`config.mk`:
```
export PLATFORM = sky130hd
export DESIGN_NAME = ds3_frm_status
export DESIGN_NICKNAME = d
export VERILOG_FILES = /design/src/rtl/ds3_frm_pkg.sv /design/src/rtl/ds3_oof_tracker.sv /design/src/rtl/ds3_ferr_counter.sv /design/src/rtl/ds3_frm_regs.sv /design/src/rtl/ds3_frm_status.sv
export SDC_FILE = /design/constraint.sdc
export NUM_CORES = 1
export LEC_CHECK = 0
export ABC_AREA = 1
export BUFFER_PORTS_ARGS = -buffer_cell sky130_fd_sc_hd__buf_2
export CAP_MARGIN = 20
export CORE_UTILIZATION = 55
export DETAILED_ROUTE_END_ITERATION = 7
export PLACE_DENSITY = 0.8
export SYNTH_ARGS = -nofsm -noshare
export SYNTH_HDL_FRONTEND = slang
export SYNTH_SLANG_ARGS = --single-unit
```
`constraint.sdc`:
```
create_clock -name clk_i -period 2.9 [get_ports clk_i]
set_clock_uncertainty 0.15 [all_clocks]
set_input_delay 0.29 -clock clk_i [delete_from_list [all_inputs] [get_ports clk_i]]
set_output_delay 0.29 -clock clk_i [all_outputs]
set_load 0.01 [all_outputs]
```
`src/rtl/ds3_frm_pkg.sv`:
```
package ds3_frm_pkg;
  localparam logic [7:0] ADDR_CTRL   = 8'h01;
  localparam logic [7:0] ADDR_STAT   = 8'h10;
  localparam logic [7:0] ADDR_ISR    = 8'h11;
  localparam logic [7:0] ADDR_IER    = 8'h12;
  localparam logic [7:0] ADDR_ERR_HI = 8'h52;
  localparam logic [7:0] ADDR_ERR_LO = 8'h53;

  typedef struct packed {
    logic ais;
    logic los;
    logic idle;
    logic oof;
  } rx_stat_t;
endpackage

```
`src/rtl/ds3_oof_tracker.sv`:
```
module ds3_oof_tracker (
  input  logic clk_i,
  input  logic rst_ni,
  input  logic lock_i,
  input  logic force_i,
  output logic oof_o,
  output logic chg_o
);
  logic lock_q, oof_q, oof_d;

  always_comb begin
    oof_d = oof_q;
    if (lock_q && !lock_i)      oof_d = 1'b1;
    else if (!lock_q && lock_i) oof_d = 1'b0;
    if (force_i)                oof_d = 1'b1;  // reframe wins
  end

  always_ff @(posedge clk_i or negedge rst_ni) begin
    if (!rst_ni) begin
      lock_q <= 1'b0;
      oof_q  <= 1'b1;
    end else begin
      lock_q <= lock_i;
      oof_q  <= oof_d;
    end
  end

  assign oof_o = oof_q;
  assign chg_o = oof_d != oof_q;
endmodule

```
`src/rtl/ds3_ferr_counter.sv`:
```
module ds3_ferr_counter #(
  parameter int unsigned CNT_W = 16
) (
  input  logic             clk_i,
  input  logic             rst_ni,
  input  logic             ferr_i,
  input  logic             snap_i,
  output logic [CNT_W-1:0] cnt_o,
  output logic [CNT_W-1:0] snap_o
);
  localparam logic [CNT_W-1:0] CNT_MAX = {CNT_W{1'b1}};

  logic [CNT_W-1:0] cnt_q, snap_q;

  always_ff @(posedge clk_i or negedge rst_ni) begin
    if (!rst_ni) begin
      cnt_q  <= '0;
      snap_q <= '0;
    end else if (snap_i) begin
      snap_q <= cnt_q;
      cnt_q  <= CNT_W'(ferr_i);  // same-cycle error opens the new period
    end else if (ferr_i && cnt_q != CNT_MAX) begin
      cnt_q <= cnt_q + CNT_W'(1);
    end
  end

  assign cnt_o  = cnt_q;
  assign snap_o = snap_q;
endmodule

```
`src/rtl/ds3_frm_regs.sv`:
```
module ds3_frm_regs
  import ds3_frm_pkg::*;
#(
  parameter int unsigned    DW         = 8,
  parameter int unsigned    AW         = 8,
  parameter int unsigned    CNT_W      = 16,
  parameter logic [DW-1:0]  CTRL_RST   = 8'hA0,
  parameter logic [DW-1:0]  CTRL_WMASK = 8'hBE
) (
  input  logic             clk_i,
  input  logic             rst_ni,
  input  logic             cs_i,
  input  logic             we_i,
  input  logic [AW-1:0]    addr_i,
  input  logic [DW-1:0]    wdata_i,
  output logic [DW-1:0]    rdata_o,
  input  rx_stat_t         stat_i,
  input  logic             chg_i,
  input  logic [CNT_W-1:0] cnt_i,
  input  logic [CNT_W-1:0] snap_i,
  output logic             reframe_req_o,
  output logic             reframe_o,
  output logic             snap_req_o,
  output logic [DW-1:0]    cfg_o,
  output logic             irq_flag_o,
  output logic             irq_en_o,
  output logic             irq_o
);
  localparam logic [DW-1:0] RD_MASK = CTRL_WMASK & ~DW'(1);

  logic [DW-1:0] ctrl_q;
  logic          flag_q, en_q, reframe_q;
  logic          wr, rd;

  assign wr = cs_i && we_i;
  assign rd = cs_i && !we_i;

  assign reframe_req_o = wr && addr_i == AW'(ADDR_CTRL) && wdata_i[0];
  assign snap_req_o    = rd && addr_i == AW'(ADDR_ERR_HI);

  always_ff @(posedge clk_i or negedge rst_ni) begin
    if (!rst_ni) begin
      ctrl_q    <= CTRL_RST & RD_MASK;
      flag_q    <= 1'b0;
      en_q      <= 1'b0;
      reframe_q <= 1'b0;
    end else begin
      reframe_q <= reframe_req_o;
      if (wr && addr_i == AW'(ADDR_CTRL))
        ctrl_q <= (ctrl_q & ~RD_MASK) | (wdata_i & RD_MASK);
      if (wr && addr_i == AW'(ADDR_IER))
        en_q <= wdata_i[0];
      if (chg_i)
        flag_q <= 1'b1;
      else if (rd && addr_i == AW'(ADDR_ISR))
        flag_q <= 1'b0;
    end
  end

  always_comb begin
    rdata_o = '0;
    if (rd) begin
      unique case (addr_i)
        AW'(ADDR_CTRL):   rdata_o = ctrl_q;
        AW'(ADDR_STAT):   rdata_o = {stat_i, {(DW-4){1'b0}}};
        AW'(ADDR_ISR):    rdata_o = {{(DW-1){1'b0}}, flag_q};
        AW'(ADDR_IER):    rdata_o = {{(DW-1){1'b0}}, en_q};
        AW'(ADDR_ERR_HI): rdata_o = cnt_i[CNT_W-1 -: DW];
        AW'(ADDR_ERR_LO): rdata_o = snap_i[DW-1:0];
        default:          rdata_o = '0;
      endcase
    end
  end

  assign reframe_o  = reframe_q;
  assign cfg_o      = ctrl_q;
  assign irq_flag_o = flag_q;
  assign irq_en_o   = en_q;
  assign irq_o      = flag_q && en_q;
endmodule

```
`src/rtl/ds3_frm_status.sv`:
```
module ds3_frm_status
  import ds3_frm_pkg::*;
#(
  parameter int unsigned   DW         = 8,
  parameter int unsigned   AW         = 8,
  parameter int unsigned   CNT_W      = 2 * DW,
  parameter logic [DW-1:0] CTRL_RST   = 8'hA0,
  parameter logic [DW-1:0] CTRL_WMASK = 8'hBE
) (
  input  logic          clk_i,
  input  logic          rst_ni,
  input  logic          lock_i,
  input  logic          ferr_i,
  input  logic          ais_i,
  input  logic          los_i,
  input  logic          idle_i,
  input  logic          bus_cs_i,
  input  logic          bus_we_i,
  input  logic [AW-1:0] bus_addr_i,
  input  logic [DW-1:0] bus_wdata_i,
  output logic [DW-1:0] bus_rdata_o,
  output logic          reframe_o,
  output logic          oof_o,
  output logic          irq_o,
  output logic [DW-1:0] cfg_o
);
  logic             reframe_req, snap_req, oof_chg, irq_flag, irq_en;
  logic [CNT_W-1:0] err_cnt, err_snap;
  rx_stat_t         stat;

  assign stat = '{ais: ais_i, los: los_i, idle: idle_i, oof: oof_o};

  ds3_oof_tracker u_oof (
    .clk_i   (clk_i),
    .rst_ni  (rst_ni),
    .lock_i  (lock_i),
    .force_i (reframe_req),
    .oof_o   (oof_o),
    .chg_o   (oof_chg)
  );

  ds3_ferr_counter #(.CNT_W(CNT_W)) u_cnt (
    .clk_i  (clk_i),
    .rst_ni (rst_ni),
    .ferr_i (ferr_i),
    .snap_i (snap_req),
    .cnt_o  (err_cnt),
    .snap_o (err_snap)
  );

  ds3_frm_regs #(
    .DW(DW), .AW(AW), .CNT_W(CNT_W), .CTRL_RST(CTRL_RST), .CTRL_WMASK(CTRL_WMASK)
  ) u_regs (
    .clk_i         (clk_i),
    .rst_ni        (rst_ni),
    .cs_i          (bus_cs_i),
    .we_i          (bus_we_i),
    .addr_i        (bus_addr_i),
    .wdata_i       (bus_wdata_i),
    .rdata_o       (bus_rdata_o),
    .stat_i        (stat),
    .chg_i         (oof_chg),
    .cnt_i         (err_cnt),
    .snap_i        (err_snap),
    .reframe_req_o (reframe_req),
    .reframe_o     (reframe_o),
    .snap_req_o    (snap_req),
    .cfg_o         (cfg_o),
    .irq_flag_o    (irq_flag),
    .irq_en_o      (irq_en),
    .irq_o         (irq_o)
  );
endmodule

```
---- After elaboration in Yosys (flattened, before gate mapping) ----
Cells that the tools add are included.
storage, ports and cells
  register bits ........................... 37
  latch bits .............................. 0
  RAM bits ................................ 0
  memory bits (read-only) ................. 0
  input bits .............................. 25
  output and inout port bits .............. 19
  memories ................................ 0
cells by class
  add/sub/neg operators ................... 1
  multipliers ............................. 0
  div/mod/pow operators ................... 0
  $lt $le $gt $ge ......................... 0
  equal/unequal tests ..................... 8
  shifts and indexed selects .............. 0
  mux-type cells .......................... 9
  bitwise operators ....................... 1
  reductions and logical operators ........ 16
operators by type and width
  operator                                             count
  one-hot mux 8 bit (6 select lines)                   1
  two-way mux 16 bit                                   2
  equality test 8 x 5 -> 1 bit, second input constant  3
  adder 16 x 1 -> 16 bit, second input constant        1
  equality test 8 x 7 -> 1 bit, second input constant  2
  != test 16 bit, second input constant                1
  logical AND 1 bit                                    11
  equality test 8 x 1 -> 1 bit, second input constant  1
  two-way mux 8 bit                                    1
  bitwise OR 7 x 8 -> 8 bit                            1
  two-way mux 1 bit                                    5
  nonzero test 2 bit                                   2
  logical NOT 1 bit                                    3
  != test 1 bit                                        1

---- Logic depth before layout (Yosys ltp) ----
  word-level depth ........................ 7
  mapped depth ............................ 9
  depth with buffers taken out ............ 9

---- Cells and area by module ----
A second synthesis with hierarchy kept.
unflattened totals
  cells, all modules ...................... 364
  area, all modules ....................... 2,632.5 um2
by module, submodules not included
  module            times used  cells an instance  area each (um2)
  ds3_ferr_counter  1           221                1,652.8
  ds3_frm_regs      1           129                879.6
  ds3_oof_tracker   1           14                 100.1

---- Least setup slack after synthesis ----
Ideal clock, no wire load.
  path type ............................... in2out
  start ................................... input port bus_addr_i[3]
  end ..................................... output port bus_rdata_o[3]
  arrival ................................. 1,216 ps
  slack ................................... 1,244 ps
  stages on the path ...................... 8
  cell sequence ........................... nor2_2 > nand3_1 > nor2_2 > buf_4 > nand2_1 > nand2_1 > nor2_1 > nor2_1
between the ends
  cells in the longest elaborated chain, start to end .. 3
ends and longest elaborated chain
  item                                                  RTL line              text
  from (decl)                                           ds3_frm_status.sv:19  input logic [AW-1:0] bus_addr_i,
  equality test 8 x 7 -> 1 bit (tied with other cells)  ds3_frm_regs.sv:63    unique case (addr_i)
  one-hot mux 8 bit (6 select lines) (*)                ds3_frm_regs.sv:63
  two-way mux 8 bit (*)                                 ds3_frm_regs.sv:62    if (rd) begin
  to (decl)                                             ds3_frm_status.sv:21  output logic [DW-1:0] bus_rdata_o,
Every way passes the cells marked *; elsewhere a longest branch is shown, timed or not.

---- Worst setup path in the final report ----
  start ................................... input port bus_addr_i[3]
  end ..................................... output port bus_rdata_o[5]
Same word-level chain as after synthesis.

==> summary.txt <==
Global routing
  – Global-route wire length before repair: 8.54 mm
  – Vias in the first global route: 1928
  – GRT Resource Usage Total: 26.7%
  – Total overflow reported by the global router: 0
  – Number of antenna violations at the first check in global routing: 0
  – Maximum number of pins on one net before global-route repair: 36

Drt
  – Detailed-route wire length per cell: 12.8 um
  – Remaining antenna violation count after routing: 0
  – Detailed-router iteration count before antenna repair: 4
  – Via-per-instance ratio: 5.28
  – DR iter-0 viols: approximately 110
  – DRC: 0
  – Total length of routed wires: 5.12 mm
  – Routed vias: 2106

Synthesis
  – Number of distinct library cells after synthesis: 27
  – Leading post-synthesis cells by cell area: dfrtp_1 (37%), nand2_1 (15%), nand3_1 (9.6%), nor2_1 (6.7%), inv_1 (4.6%)
  – Most frequently used flop master after synthesis: dfrtp_1
  – Synthesized area per cell: 7.11 um^2
  – Portion of the post-synthesis area used by sequential elements: 40.1%
  – Post-synth top area cell: dfrtp_1
  – Share of synthesized registers carrying an async set or reset: 100%
  – Gate count of the mapped netlist: just over 300
  – Number of enable-type register cells in the synthesized netlist: 0
  – Post-Syn Area: 2190 um^2
  – Ranking of synthesized cells by instance count: nand2_1 (85), nand3_1 (42), nor2_1 (39), dfrtp_1 (32), inv_1 (27)
  – Synth warn: 0
  – Share of the synthesized area in the top cell type: 36.6%
  – Most numerous cell in the Yosys netlist: nand2_1
  – Synth Register Bits: 35

Pwr
  – Sw power: 0.361 mW
  – Pwr Density: ~480 nW/um^2
  – P_leak: 1.22 nW
  – Int Pwr: 0.831 mW
  – Clock share of power: between 30 and 40%
  – Combinational cell fraction of total power: 17.2%
  – Maximum vdd ir drop: 0.350 mV
  – Switching power as a share of total power: 30.3%
  – Register share of total power: 49.4%

Clock tree
  – Cts hold-fix bufs: 2
  – TritonCTS buffer count: 5
  – Clock slew at reported path FFs: 0.07 ns
  – Max clock buf depth: 2
  – Post-CTS Resized: 0
  – H-tree levels: 2
  – Clock latency at the later pin of the worst-skew pair: slightly below 0.3 ns
  – Number of buffers added for setup after CTS: 0
  – Num Clock Sinks: 35
  – CTS tree: yes
  – Cell at the root of the clock tree: clkbuf_8

Die
  – Count of pins on the block boundary: 44
  – Placeable core region: 3740 um^2
  – Die Wd: 65.1 um
  – Site Rows: 22
  – Die area: around 4200 um^2
  – Vertical die dimension: 65.1 um
  – Effective utilization at floorplan: roughly three fifths

Final layout
  – Fraction of final layout cells sized beyond drive strength 1: roughly a fifth
  – Final std cells w/o fill: 399
  – Filler Cell Count: 357
  – Area added between synthesis and finish: 14.5%
  – Final Net Count: 376
  – Core occupancy in the finished layout: 67.0%
  – Antenna cell count: 0

Critical path
  – Startpoint class of the critical path: primary input
  – Crit path arrival time: 1.68 ns
  – Critical-path maximum fanout: 14
  – Type of element capturing the critical path: primary output
  – Data required time at the worst endpoint: 2.46 ns
  – Number of cell instances on the worst register-to-register path: 8
  – Crit Path Class: in -> out
  – Register-to-register setup slack: 0.92 ns

STA
  – Total Negative Setup Slacks: 0 ns
  – Final number of setup-violating endpoints: 0
  – FMAX: 0.472 GHz
  – Relative slew slack: 47.5%
  – Min Tclk post-route: 2.12 ns
  – Final worst path period share: 73.0%
  – Worst hold-check slack: 0.0611 ns
  – Final hold violation count: 0
  – Slew of the pin with the lowest slew margin: 0.787 ns
  – Setup repair after global routing missed its margin: no
  – Final max-slew violation count: 0

Hold path
  – Type of the worst min-delay path: in -> reg
  – Cells on Worst Hold Path: 3

Placement
  – Weighted congestion at the end of routability-driven global placement: ~0.9
  – Buffers on Ports: 40
  – Placed wire-length estimate: 3.65 mm
  – Number of placed cells counting well taps: just under 400

Flow run
  – MaxCap Viol Count: 0

Status
  – Run status: finished clean
-- critical path: stages --
cell and delay, ns:
buf_2 0.10, nor2_2 0.16, nand3_1 0.15, nor2_2 0.47
nand2_1 0.10, nand2_1 0.11, nor2_1 0.05, nor2_1 0.10
buf_2 0.14
-- flip-flops by register name (all words and copies together) (netlist names) --
| register | flops |
|---|---|
| u_cnt.cnt_o | 16 |
| u_cnt.snap_o | 8 |
| u_regs.cfg_o | 6 |
| u_oof.lock_q | 1 |
| u_oof.oof_o | 1 |
| u_regs.irq_en_o | 1 |
| u_regs.irq_flag_o | 1 |
| u_regs.reframe_o | 1 |
-- kinds of logic (layout without fill, tap and decap cells) --
logic type      Yosys count  after routing  share of synthesized area [%]
compound gates           32             32                           8.11
buf+inv                  39             81                           8.45
flops                    35             35                           40.1
other cells               1              2                          0.171
xor+xnor                  7              7                           2.80
simple gates            193            193                           39.7
fa+ha+maj                 1              1                          0.571
-- final timing paths --
path,start,to
setup / recovery,bus_addr_i[3],bus_rdata_o[5]
hold / removal,bus_wdata_i[5],u_regs.cfg_o[5]$_DFFE_PN1N_
setup reg to reg,u_cnt.cnt_o[0]$_DFFE_PN0P_,u_cnt.cnt_o[13]$_DFFE_PN0P_
hold reg to reg,u_regs.cfg_o[5]$_DFFE_PN1N_,u_regs.cfg_o[5]$_DFFE_PN1N_
max in group asynchronous,rst_ni,u_oof.lock_q$_DFF_PN0_
min in group asynchronous,rst_ni,u_regs.cfg_o[3]$_DFFE_PN0N_
-- layout by cell type (no fill, tap or decap), drive strengths merged --
master and n:
nand3 43, nand2 89, nor3 1, buf 40, xor2 7, inv 31, a21oi 4, o21bai 1
dlygate4sd3 2, dfrtp 32, conb 2, clkbuf 8, nand4 11, ha 1, nand3b 1, dfstp 3
o21ai 27, nor2 48
-- through the flow --
step,total power [mW],area (um^2),setup slack [ns]
6_report,1.19,2510,0.783
5_1_grt,1.26,2510,0.578
4_1_cts,1.20,2510,0.783
3_5_place_dp,0.796,2390,0.792
3_3_place_gp,0.788,2390,0.806
2_1_floorplan,0.730,2190,1.24
-- power by group through the flow --
stage / combinational, mW / clock, mW / sequential [mW]
after floorplan: 0.143 / 0 / 0.587
after global placement: 0.194 / 0 / 0.595
after detailed placement: 0.200 / 0 / 0.596
after CTS: 0.203 / 0.407 / 0.587
after global routing: 0.235 / 0.426 / 0.596
final: 0.204 / 0.398 / 0.589
-- layer usage --
metal  track usage [%]  vias up  part of all wire (%)
met5                 0        -                     0
met4              11.4        0                   2.2
met3              5.90       18                   4.6
met2              43.8       68                    47
met1              33.9      940                    46
li1                  -     1080                     -
-- layout make-up --
class                      count  area (um^2)  area share (%)
multi-input combinational    235         1130            45.0
sequential                    35          880            35.1
timing repair buffer          42          220            8.78
inverter                      31          119            4.74
clock buffer                   8          100            3.99
tap                           48         60.1            2.39
(Power assumes the default switching activity.)
